[src/rtl/dwb_pkg.sv]
package dwb_pkg;
  // Field positions inside the control word
  localparam int C_EN    = 0;
  localparam int C_PAC_L = 1;
  localparam int C_LSC_L = 3;
  localparam int C_BAS_L = 5;
  localparam int C_MSK_L = 24;
  localparam int LANES   = 8;
  localparam int MSK_W   = 5;

  typedef struct packed {
    logic             en;
    logic [1:0]       pac;   // bit0 kernel, bit1 user
    logic [1:0]       lsc;   // bit0 load, bit1 store
    logic [LANES-1:0] bas;
    logic [MSK_W-1:0] amask;
  } wctl_t;
endpackage

[src/rtl/dwb_lanes.sv]
module dwb_lanes
  import dwb_pkg::*;
(
  input  logic [2:0]       addr_lo,
  input  logic [1:0]       size,
  output logic [LANES-1:0] lanes
);
  always_comb begin
    int first;
    int last;
    first = int'(addr_lo);
    last  = first + (1 << size) - 1;
    for (int i = 0; i < LANES; i++) begin
      lanes[i] = (i >= first) && (i <= last);
    end
  end

  always_comb begin
    p_first_lane_r4: assert (lanes[addr_lo] == 1'b1);
  end
endmodule

[src/rtl/dwb_unit.sv]
module dwb_unit
  import dwb_pkg::*;
#(
  parameter int ADDR_W = 32,
  parameter int WD_W   = 32
) (
  input  logic              clk,
  input  logic              rst_n,
  input  logic              wr_ctl,
  input  logic              wr_val,
  input  logic [WD_W-1:0]   wdata,
  input  logic [ADDR_W-1:3] acc_hi,
  input  logic [LANES-1:0]  acc_lanes,
  input  logic              acc_store,
  input  logic              acc_priv,
  output logic              match
);
  wctl_t             ctl;
  logic [ADDR_W-1:3] base_hi;
  logic [ADDR_W-1:3] keep_hi;
  logic              addr_eq, dir_ok, priv_ok, lane_ok, rgn_ok, rsvd;

  always_ff @(posedge clk) begin
    if (!rst_n) begin
      ctl     <= '0;
      base_hi <= '0;
    end else begin
      if (wr_ctl) begin
        ctl.en    <= wdata[C_EN];
        ctl.pac   <= wdata[C_PAC_L +: 2];
        ctl.lsc   <= wdata[C_LSC_L +: 2];
        ctl.bas   <= wdata[C_BAS_L +: LANES];
        ctl.amask <= wdata[C_MSK_L +: MSK_W];
      end
      if (wr_val) base_hi <= wdata[ADDR_W-1:3];
    end
  end

  always_comb begin
    for (int i = 3; i < ADDR_W; i++) keep_hi[i] = (i >= int'(ctl.amask));
  end

  assign addr_eq = (((acc_hi ^ base_hi) & keep_hi) == '0);
  assign dir_ok  = acc_store ? ctl.lsc[1] : ctl.lsc[0];
  assign priv_ok = acc_priv  ? ctl.pac[0] : ctl.pac[1];
  assign rsvd    = (ctl.amask == MSK_W'(1)) || (ctl.amask == MSK_W'(2));
  assign lane_ok = (ctl.amask == '0) && ((acc_lanes & ctl.bas) != '0);
  assign rgn_ok  = (ctl.amask != '0) && !rsvd && (ctl.bas == '1);
  assign match   = ctl.en && dir_ok && priv_ok && addr_eq && (lane_ok || rgn_ok);

  p_write_disable_r2: assert property (@(posedge clk) disable iff (!rst_n)
    (wr_ctl && !wdata[C_EN]) |=> !match);
  p_reserved_mask_r8: assert property (@(posedge clk) disable iff (!rst_n)
    (wr_ctl && (wdata[C_MSK_L +: MSK_W] == MSK_W'(1) || wdata[C_MSK_L +: MSK_W] == MSK_W'(2)))
      |=> !match);
endmodule

[src/rtl/dwb_prio.sv]
module dwb_prio #(
  parameter int N     = 4,
  parameter int IDX_W = 2
) (
  input  logic             clk,
  input  logic             rst_n,
  input  logic [N-1:0]     req,
  output logic             any,
  output logic [IDX_W-1:0] idx
);
  logic [N-1:0] gnt;

  assign gnt = req & (~req + N'(1));
  assign any = |req;

  always_comb begin
    idx = '0;
    for (int i = 0; i < N; i++) begin
      if (gnt[i]) idx = IDX_W'(i);
    end
  end

  p_one_winner_r9: assert property (@(posedge clk) disable iff (!rst_n)
    $onehot0(gnt) && ((gnt & ~req) == '0) && (any == (gnt != '0)));
endmodule

[src/rtl/dwb_bank.sv]
module dwb_bank
  import dwb_pkg::*;
#(
  parameter int N_UNITS = 4,
  parameter int ADDR_W  = 32,
  parameter int IDX_W   = (N_UNITS > 1) ? $clog2(N_UNITS) : 1,
  parameter int WD_W    = (ADDR_W > 32) ? ADDR_W : 32
) (
  input  logic              clk,
  input  logic              rst_n,
  input  logic              cfg_we,
  input  logic              cfg_sel,
  input  logic [IDX_W-1:0]  cfg_unit,
  input  logic [WD_W-1:0]   cfg_wdata,
  input  logic              acc_valid,
  input  logic [ADDR_W-1:0] acc_addr,
  input  logic [1:0]        acc_size,
  input  logic              acc_store,
  input  logic              acc_priv,
  output logic              hit_valid,
  output logic [IDX_W-1:0]  hit_unit,
  output logic [ADDR_W-1:0] hit_addr
);
  logic [LANES-1:0]   lanes;
  logic [N_UNITS-1:0] match;
  logic               any;
  logic [IDX_W-1:0]   win;

  dwb_lanes u_lanes (
    .addr_lo (acc_addr[2:0]),
    .size    (acc_size),
    .lanes   (lanes)
  );

  for (genvar g = 0; g < N_UNITS; g++) begin : g_unit
    logic sel_me;
    assign sel_me = cfg_we && (cfg_unit == IDX_W'(g));
    dwb_unit #(.ADDR_W(ADDR_W), .WD_W(WD_W)) u_unit (
      .clk       (clk),
      .rst_n     (rst_n),
      .wr_ctl    (sel_me && !cfg_sel),
      .wr_val    (sel_me && cfg_sel),
      .wdata     (cfg_wdata),
      .acc_hi    (acc_addr[ADDR_W-1:3]),
      .acc_lanes (lanes),
      .acc_store (acc_store),
      .acc_priv  (acc_priv),
      .match     (match[g])
    );
  end

  dwb_prio #(.N(N_UNITS), .IDX_W(IDX_W)) u_prio (
    .clk   (clk),
    .rst_n (rst_n),
    .req   (match),
    .any   (any),
    .idx   (win)
  );

  always_ff @(posedge clk) begin
    if (!rst_n) begin
      hit_valid <= 1'b0;
      hit_unit  <= '0;
      hit_addr  <= '0;
    end else begin
      hit_valid <= acc_valid && any;
      if (acc_valid) begin
        hit_unit <= win;
        hit_addr <= acc_addr;
      end
    end
  end

  p_hit_after_access_r10: assert property (@(posedge clk) disable iff (!rst_n)
    hit_valid |-> $past(acc_valid));
  p_idle_no_hit_r10: assert property (@(posedge clk) disable iff (!rst_n)
    !acc_valid |=> !hit_valid);
  p_hit_addr_r9: assert property (@(posedge clk) disable iff (!rst_n)
    hit_valid |-> (hit_addr == $past(acc_addr)));
endmodule

[config.mk]
export PLATFORM = sky130hd
export DESIGN_NAME = dwb_bank
export DESIGN_NICKNAME = d
export VERILOG_FILES = /design/src/rtl/dwb_pkg.sv /design/src/rtl/dwb_lanes.sv /design/src/rtl/dwb_unit.sv /design/src/rtl/dwb_prio.sv /design/src/rtl/dwb_bank.sv
export SDC_FILE = /design/constraint.sdc
export NUM_CORES = 1
export LEC_CHECK = 0
export BUFFER_PORTS_ARGS = -buffer_cell sky130_fd_sc_hd__buf_2
export CAP_MARGIN = 5
export CORE_MARGIN = 1.5
export CORE_UTILIZATION = 58
export DETAILED_ROUTE_END_ITERATION = 10
export PLACE_DENSITY = 0.84
export RECOVER_POWER = 25
export SLEW_MARGIN = 20
export SYNTH_ARGS = -nofsm -noshare
export SYNTH_HDL_FRONTEND = slang
export SYNTH_SLANG_ARGS = --single-unit
[constraint.sdc]
create_clock -name clk -period 8.8 [get_ports clk]
set_input_delay 1.76 -clock clk [delete_from_list [all_inputs] [get_ports clk]]
set_output_delay 1.76 -clock clk [all_outputs]
set_load 0.05 [all_outputs]
# Word level (Yosys, flattened, before mapping)
# Index checks and enable logic that the tools add are counted.
# totals
elab_cells	277
ff_bits	223
out_inout_bits	35
# op_classes
reduce_logical	79
n_addsub	3
n_eq_ne	15
shift	1
bitwise_logic	14
muxes	11
magnitude_cmp	127
# ops
operator	n
5-bit >= comparator, first input constant	60
4-bit by 5-bit >= comparator with 1-bit output, first input constant	32
4-bit by 32-bit less-or-equal comparator with 1-bit output, first input constant	4
29-bit bitwise AND	4
29-bit logical NOT	4
29-bit bitwise XOR	4
3-bit by 5-bit >= comparator with 1-bit output, first input constant	16
3-bit by 32-bit less-or-equal comparator with 1-bit output, first input constant	2
1-bit logical AND	48
4-bit by 32-bit adder with 32-bit output	1
8-bit bitwise AND	4
8-bit == test, second input constant	4
1-bit by 32-bit less-or-equal comparator with 1-bit output, first input constant	1
2-bit by 32-bit less-or-equal comparator with 1-bit output, first input constant	1
8-bit nonzero test	4
1-bit by 2-bit << shifter with 32-bit output, first input constant	1
32-bit by 2-bit subtractor with 32-bit output, second input constant	1
5-bit by 1-bit == test with 1-bit output, second input constant	4
5-bit by 2-bit == test with 1-bit output, second input constant	4
2-bit by 5-bit >= comparator with 1-bit output, first input constant	4
5-bit logical NOT	4
5-bit nonzero test	4
3-bit >= comparator, first input constant	3
1-bit two-way mux	9
other kinds (12)	27

# Depth between registers and ports, before layout
# depth
word_depth	16
depth_mapped	16
ltp_nobuf	15

# Modules after synthesis
# A second synthesis with hierarchy kept.
# unflattened
hier_cells	1187
area_unflattened_um2	11683.7
# by_module_without_submodules
mod	area_each_um2	n_inst	seq_area_each_um2	cells_per_inst
dwb_unit	2464.9	4	940.9	251
dwb_bank	1401.3	1	700.7	124
dwb_lanes	387.9	1	0.0	52
dwb_prio	35.0	1	0.0	7

# Least setup slack after synthesis
# No wires, ideal clock.
# synth_path
path_kind	in2reg
start	input acc_size[1]
end	register hit_unit[0]
setup_ns	0.117
t_required_ns	8.683
slack_ns	3.914
arrival_ns	4.768
stages	15
path_buffers	2
cell_sequence	clkbuf_1 nand2b_1 ha_1 inv_1 ha_1 fa_1 or2_1 o21ai_1 buf_2 a31oi_1 a22o_1 a211o_1 o311ai_1 o21ai_1 a32o_1
# synth_via
elab_chain_cells	16
# synth_lines
item	line_no	rtl
start, declared	dwb_bank.sv:17	input logic [1:0] acc_size,
1-bit by 2-bit << shifter with 32-bit output (*)	dwb_lanes.sv:12	last = first + (1 << size) - 1;
4-bit by 32-bit adder with 32-bit output (*)	dwb_lanes.sv:12	
32-bit by 2-bit subtractor with 32-bit output (*)	dwb_lanes.sv:12	
1-bit by 32-bit less-or-equal comparator with 1-bit output, or another cell as far along	dwb_lanes.sv:14	lanes[i] = (i >= first) && (i <= last);
1-bit logical AND	dwb_lanes.sv:14	
8-bit bitwise AND	dwb_unit.sv:47	assign lane_ok = (ctl.amask == '0) && ((acc_lanes & ctl.bas) != '0);
8-bit nonzero test	dwb_unit.sv:47	
1-bit logical AND	dwb_unit.sv:47	
1-bit logical OR	dwb_unit.sv:49	assign match = ctl.en && dir_ok && priv_ok && addr_eq && (lane_ok || rgn_ok);
1-bit logical AND	dwb_unit.sv:49	
4-bit NOT	dwb_prio.sv:13	assign gnt = req & (~req + N'(1));
4-bit by 1-bit adder with 4-bit output	dwb_prio.sv:13	
4-bit bitwise AND (*)	dwb_prio.sv:13	
1-bit two-way mux	dwb_prio.sv:19	if (gnt[i]) idx = IDX_W'(i);
2-bit two-way mux	dwb_prio.sv:19	
2-bit two-way mux (*)	dwb_prio.sv:19	
end signal, assigned	dwb_bank.sv:68	hit_unit <= win;
end, declared	dwb_bank.sv:21	output logic [IDX_W-1:0] hit_unit,
# Every way passes the cells marked *; elsewhere a longest branch is shown, timed or not.
# A chain may end at the register's enable or synchronous reset.

# Worst setup path in the final report
# layout_path
start	input acc_size[1]
end	register hit_unit[1]
# layout_via
elab_chain_cells	15
# layout_lines
item	line_no
1-bit by 2-bit << shifter with 32-bit output (*)	dwb_lanes.sv:12
4-bit by 32-bit adder with 32-bit output (*)	dwb_lanes.sv:12
32-bit by 2-bit subtractor with 32-bit output (*)	dwb_lanes.sv:12
1-bit by 32-bit less-or-equal comparator with 1-bit output, or another cell as far along	dwb_lanes.sv:14
1-bit logical AND	dwb_lanes.sv:14
8-bit bitwise AND	dwb_unit.sv:47
8-bit nonzero test	dwb_unit.sv:47
1-bit logical AND	dwb_unit.sv:47
1-bit logical OR	dwb_unit.sv:49
1-bit logical AND	dwb_unit.sv:49
4-bit NOT	dwb_prio.sv:13
4-bit by 1-bit adder with 4-bit output	dwb_prio.sv:13
4-bit bitwise AND (*)	dwb_prio.sv:13
2-bit two-way mux	dwb_prio.sv:19
2-bit two-way mux (*)	dwb_prio.sv:19
# Marked as above.

==> summary.txt <==
Pwr
  – Power share of the clock group: 40.6%
  – Switching Share: 27.7%
  – Sequential Power Share: 45.6%
  – Switching Power: 0.644 mW
  – Int Pwr: 1.68 mW
  – Combinational Power Share: 13.8%
  – Power per cell area: 176 nW/um^2
  – Leak: 4.70 nW
  – Worst vdd ir: 0.000123 V

STA
  – Worst slew pin tran: 2.37 ns
  – Final setup TNS: 0 ns
  – Fmax: 198 MHz
  – Max Clock Skew: 0.0182 ns
  – Final hold vios: 0
  – # setup viols final: 0
  – Fin. max-slew vios: 37
  – Slew HR: -58.3%
  – Min Clock Period, post-route: 5.04 ns
  – Final period util: 57.3%
  – RSZ-0062 raised after global routing: no

Placement
  – GP Congestion: 0.980
  – Port-buffer cells: 109
  – Area after DPL: 12500 sq um
  – Post-DP HPWL: 26800 um

Yosys
  – Post-synth cell types: 71
  – Post-Syn Nets: 1626
  – Post-Synthesis Cell Area: 12000 sq um
  – Warnings, synthesis: 0
  – Post-synthesis sequential area ratio: 37.1%
  – Post-synthesis average cell area: 7.81 sq um
  – Cells after Synth: 1543
  – Primary FF master, synth: dfxtp_1
  – #FFs+latches synth: 223
  – Asr flop ratio synth: 0%
  – Post-synth EDFFs: 0

Critical path
  – Slowest stage delay, CP: 0.59 ns
  – Crit Path Max Fanout: 11
  – Critical path endpoint: hit_unit[1]
  – CP endpoint kind: flip-flop
  – Reg2reg end: hit_unit[0]
  – CP Data Arrival Time: 5.45 ns
  – Crit-path cells: buf_2 > nand2b_1 > ha_1 > inv_1 > ha_1 > fa_1 > or2_1 > o21ai_1 > a31oi_1 > a221oi_1 > nand4_1 > nor4bb_1 > nand2b_1 > a41o_1
  – Reg2Reg Depth: 8
  – Reg2reg start: g_unit[3].u_unit.ctl[2]
  – Startpoint types: input pin
  – Critical path type: input pin to flip-flop
  – Worst setup startpoint: acc_size[1]
  – Slowest cell on the critical path: o21ai_1
  – WP data required: 9.20 ns
  – R2r setup slk: 5.74 ns

Hold path
  – HP Class: flip-flop to flip-flop
  – Worst Min Path Start: g_unit[2].u_unit.ctl[13]

Routing
  – DRT Wirelength: 36900 um
  – Antenna-violating nets left: 0
  – Wirelength per Cell: 20.0 um
  – DRC: 0
  – Vias per std cell: 6.07
  – DR iter-0 viols: 1027
  – Via count: 11200
  – Detailed Routing Iterations Pass 1: 5

Cells and area
  – FILL cells: 1767
  – Final nets: 1637
  – Finished layout cell area: 13200 sq um
  – Sequential cell area: 4460 sq um
  – Ratio of cells with drive above 1 in the final layout: 10.9%
  – Core Util, Final: 64.9%
  – Area of the multi-input gates: 6960 sq um
  – Synthesis-to-finish area growth: 9.45%
  – Diodes inserted: 0

Floorplan
  – Die area: 21600 sq um
  – Ports: 110
  – Die H: 147 um
  – Die span in x: 147 um
  – Num rows: 52
  – Initial Utilization: 59.3%
  – Core area: 20300 sq um

Global route
  – Layer with the highest usage: met2
  – Grt ovf: 0
  – Met1 Usage GRT: 46.6%
  – Antenna violations before repair: 0
  – Met3 usage: 5.19%
  – Vias in the first global route: 10200
  – Met2 Usage GRT: 53.5%
  – First-pass GRT wire length: 56400 um
  – GR Util All Layers: 33.4%
  – Largest net degree at the start of global routing: 119

Clocking
  – Clock Latency Late Sink: 0.53 ns
  – CTS HTree Levels: 1
  – Sink Count: 223
  – Count of hold-fix buffers inserted at cts: 0
  – Clock-pin slew on the worst setup and hold paths: 0.06 ns
  – Post-CTS Setup Bufs: 0
  – Post-CTS sizing: 0
  – Deepest clock path buffer count: 3
  – CTS tree: yes
  – Root buf cell: clkbuf_16
  – CTS Buf Count: 24

Run status
  – Status: complete, but fails checks
  – Violated checks: max-capacitance violations, max-slew violations

Job
  – Max Cap Violations: 1
## layer usage
layer | up-vias | wire length, um
li1 | 5241 | -
met1 | 5272 | 15600
met2 | 580 | 16400
met3 | 64 | 3810
met4 | 0 | 1050
met5 | - | 0
## kinds of logic (layout without fill, tap and decap cells)
logic type | count (synthesis) | after routing | share of synthesized area, %
XOR/XNOR | 116 | 116 | 8.44
flip-flops | 223 | 223 | 37.1
AO/OA/AOI/OAI | 368 | 368 | 21.5
adder cells (fa/ha/maj) | 10 | 10 | 1.06
buffers and inverters | 154 | 180 | 5.33
multiplexers | 40 | 40 | 3.37
AND/OR/NAND/NOR | 632 | 632 | 23.2
## per-stage QoR
stage / power (mW) / std cells / setup WS, ns / hold WS, ns
after floorplan: 1.30 / 1543 / 3.91 / 0.439
after global placement: 1.39 / 1798 / 3.29 / 0.449
after detailed placement: 1.39 / 1798 / 3.28 / 0.457
after CTS: 2.32 / 1839 / 3.81 / 0.465
after global routing: 2.40 / 1839 / 3.58 / 0.487
final: 2.32 / 1839 / 3.76 / 0.464
## Yosys cell counts (3+ instances only)
library cell,number,share of area (%)
clkbuf_1,112,3.5
buf_1,5,0.16
buf_4,16,1.0
nor2_1,40,1.2
o21ai_1,3,0.12
nand2_1,426,13
ha_1,7,0.73
nor4_1,12,0.62
nand4_1,16,0.83
dfxtp_1,223,37
nor3_1,15,0.62
a22oi_1,6,0.37
xor2_1,39,2.8
a211oi_1,3,0.19
mux2i_1,36,3.0
a211o_1,4,0.29
a21oi_1,44,1.8
nor4b_1,4,0.29
nor2b_1,38,2.0
o211ai_1,11,0.69
and2_1,6,0.31
nand2b_1,10,0.52
mux2_2,3,0.28
a31oi_1,16,0.83
o2111ai_1,4,0.29
a311oi_1,5,0.36
a21o_1,4,0.25
nor4bb_1,3,0.25
or2_2,4,0.21
o21a_1,4,0.25
a32oi_1,4,0.29
o21ai_0,37,1.5
buf_2,3,0.12
o22ai_1,4,0.21
or4_1,3,0.19
nand3_1,34,1.4
a41oi_1,5,0.36
a21boi_0,190,12
or3_1,4,0.21
and3_1,3,0.16
xnor2_1,77,5.6
inv_1,18,0.56
## final cells by class
| type | count | area share, % |
|---|---|---|
| Clock buffer | 32 | 5.10 |
| Clock inverter | 9 | 0.380 |
| Inverter | 18 | 0.513 |
| Multi-Input combinational cell | 1166 | 52.8 |
| Sequential cell | 223 | 33.9 |
| Tap cell | 270 | 2.56 |
| Timing Repair Buffer | 121 | 4.76 |
## cell usage in the layout, fill, tap and decap left out, drive strengths merged, types with 18 or more instances in the layout
cell type  instances
mux2i             36
inv               18
a21boi           190
nor2              42
nand2            426
buf              117
nand3             34
xnor2             77
nor2b             38
clkbuf            36
dfxtp            223
a21oi             44
o21ai             40
xor2              39
## worst min path at each step
| stage | slack (ns) | cells after the start | endpoint |
|---|---|---|---|
| after floorplan | 0.44 | 2 | g_unit[0].u_unit.ctl[17] |
| after global placement | 0.45 | 2 | g_unit[2].u_unit.ctl[15] |
| after detailed placement | 0.46 | 2 | g_unit[1].u_unit.ctl[15] |
| after CTS | 0.47 | 2 | g_unit[1].u_unit.ctl[15] |
| after global routing | 0.49 | 2 | g_unit[3].u_unit.ctl[16] |
| final | 0.46 | 2 | g_unit[2].u_unit.ctl[13] |
## critical path, delay by kind of cell
kind	cells	cell delay (ns)
and+or+nand+nor	5	0.96
buffers and inverters	2	0.19
AOI/OAI and AO/OA	4	1.58
adders and majority gates	3	0.95
## registers in the layout, summed over array words and instances (netlist names)
| signal | flops |
|---|---|
| hit_addr | 32 |
| g_unit.u_unit.base_hi | 116 |
| hit_valid | 1 |
| hit_unit | 2 |
| g_unit.u_unit.ctl | 72 |
## power by group through the flow
stage                     Combinational [mW]  Sequential [mW]  Clock, mW
final                                  0.321             1.06      0.942
after global routing                   0.343             1.06      0.994
after CTS                              0.314             1.06      0.949
after detailed placement               0.313             1.08          0
after global placement                 0.309             1.08          0
after floorplan                        0.197             1.10          0
No activity file was read; power rests on OpenSTA's default activity.
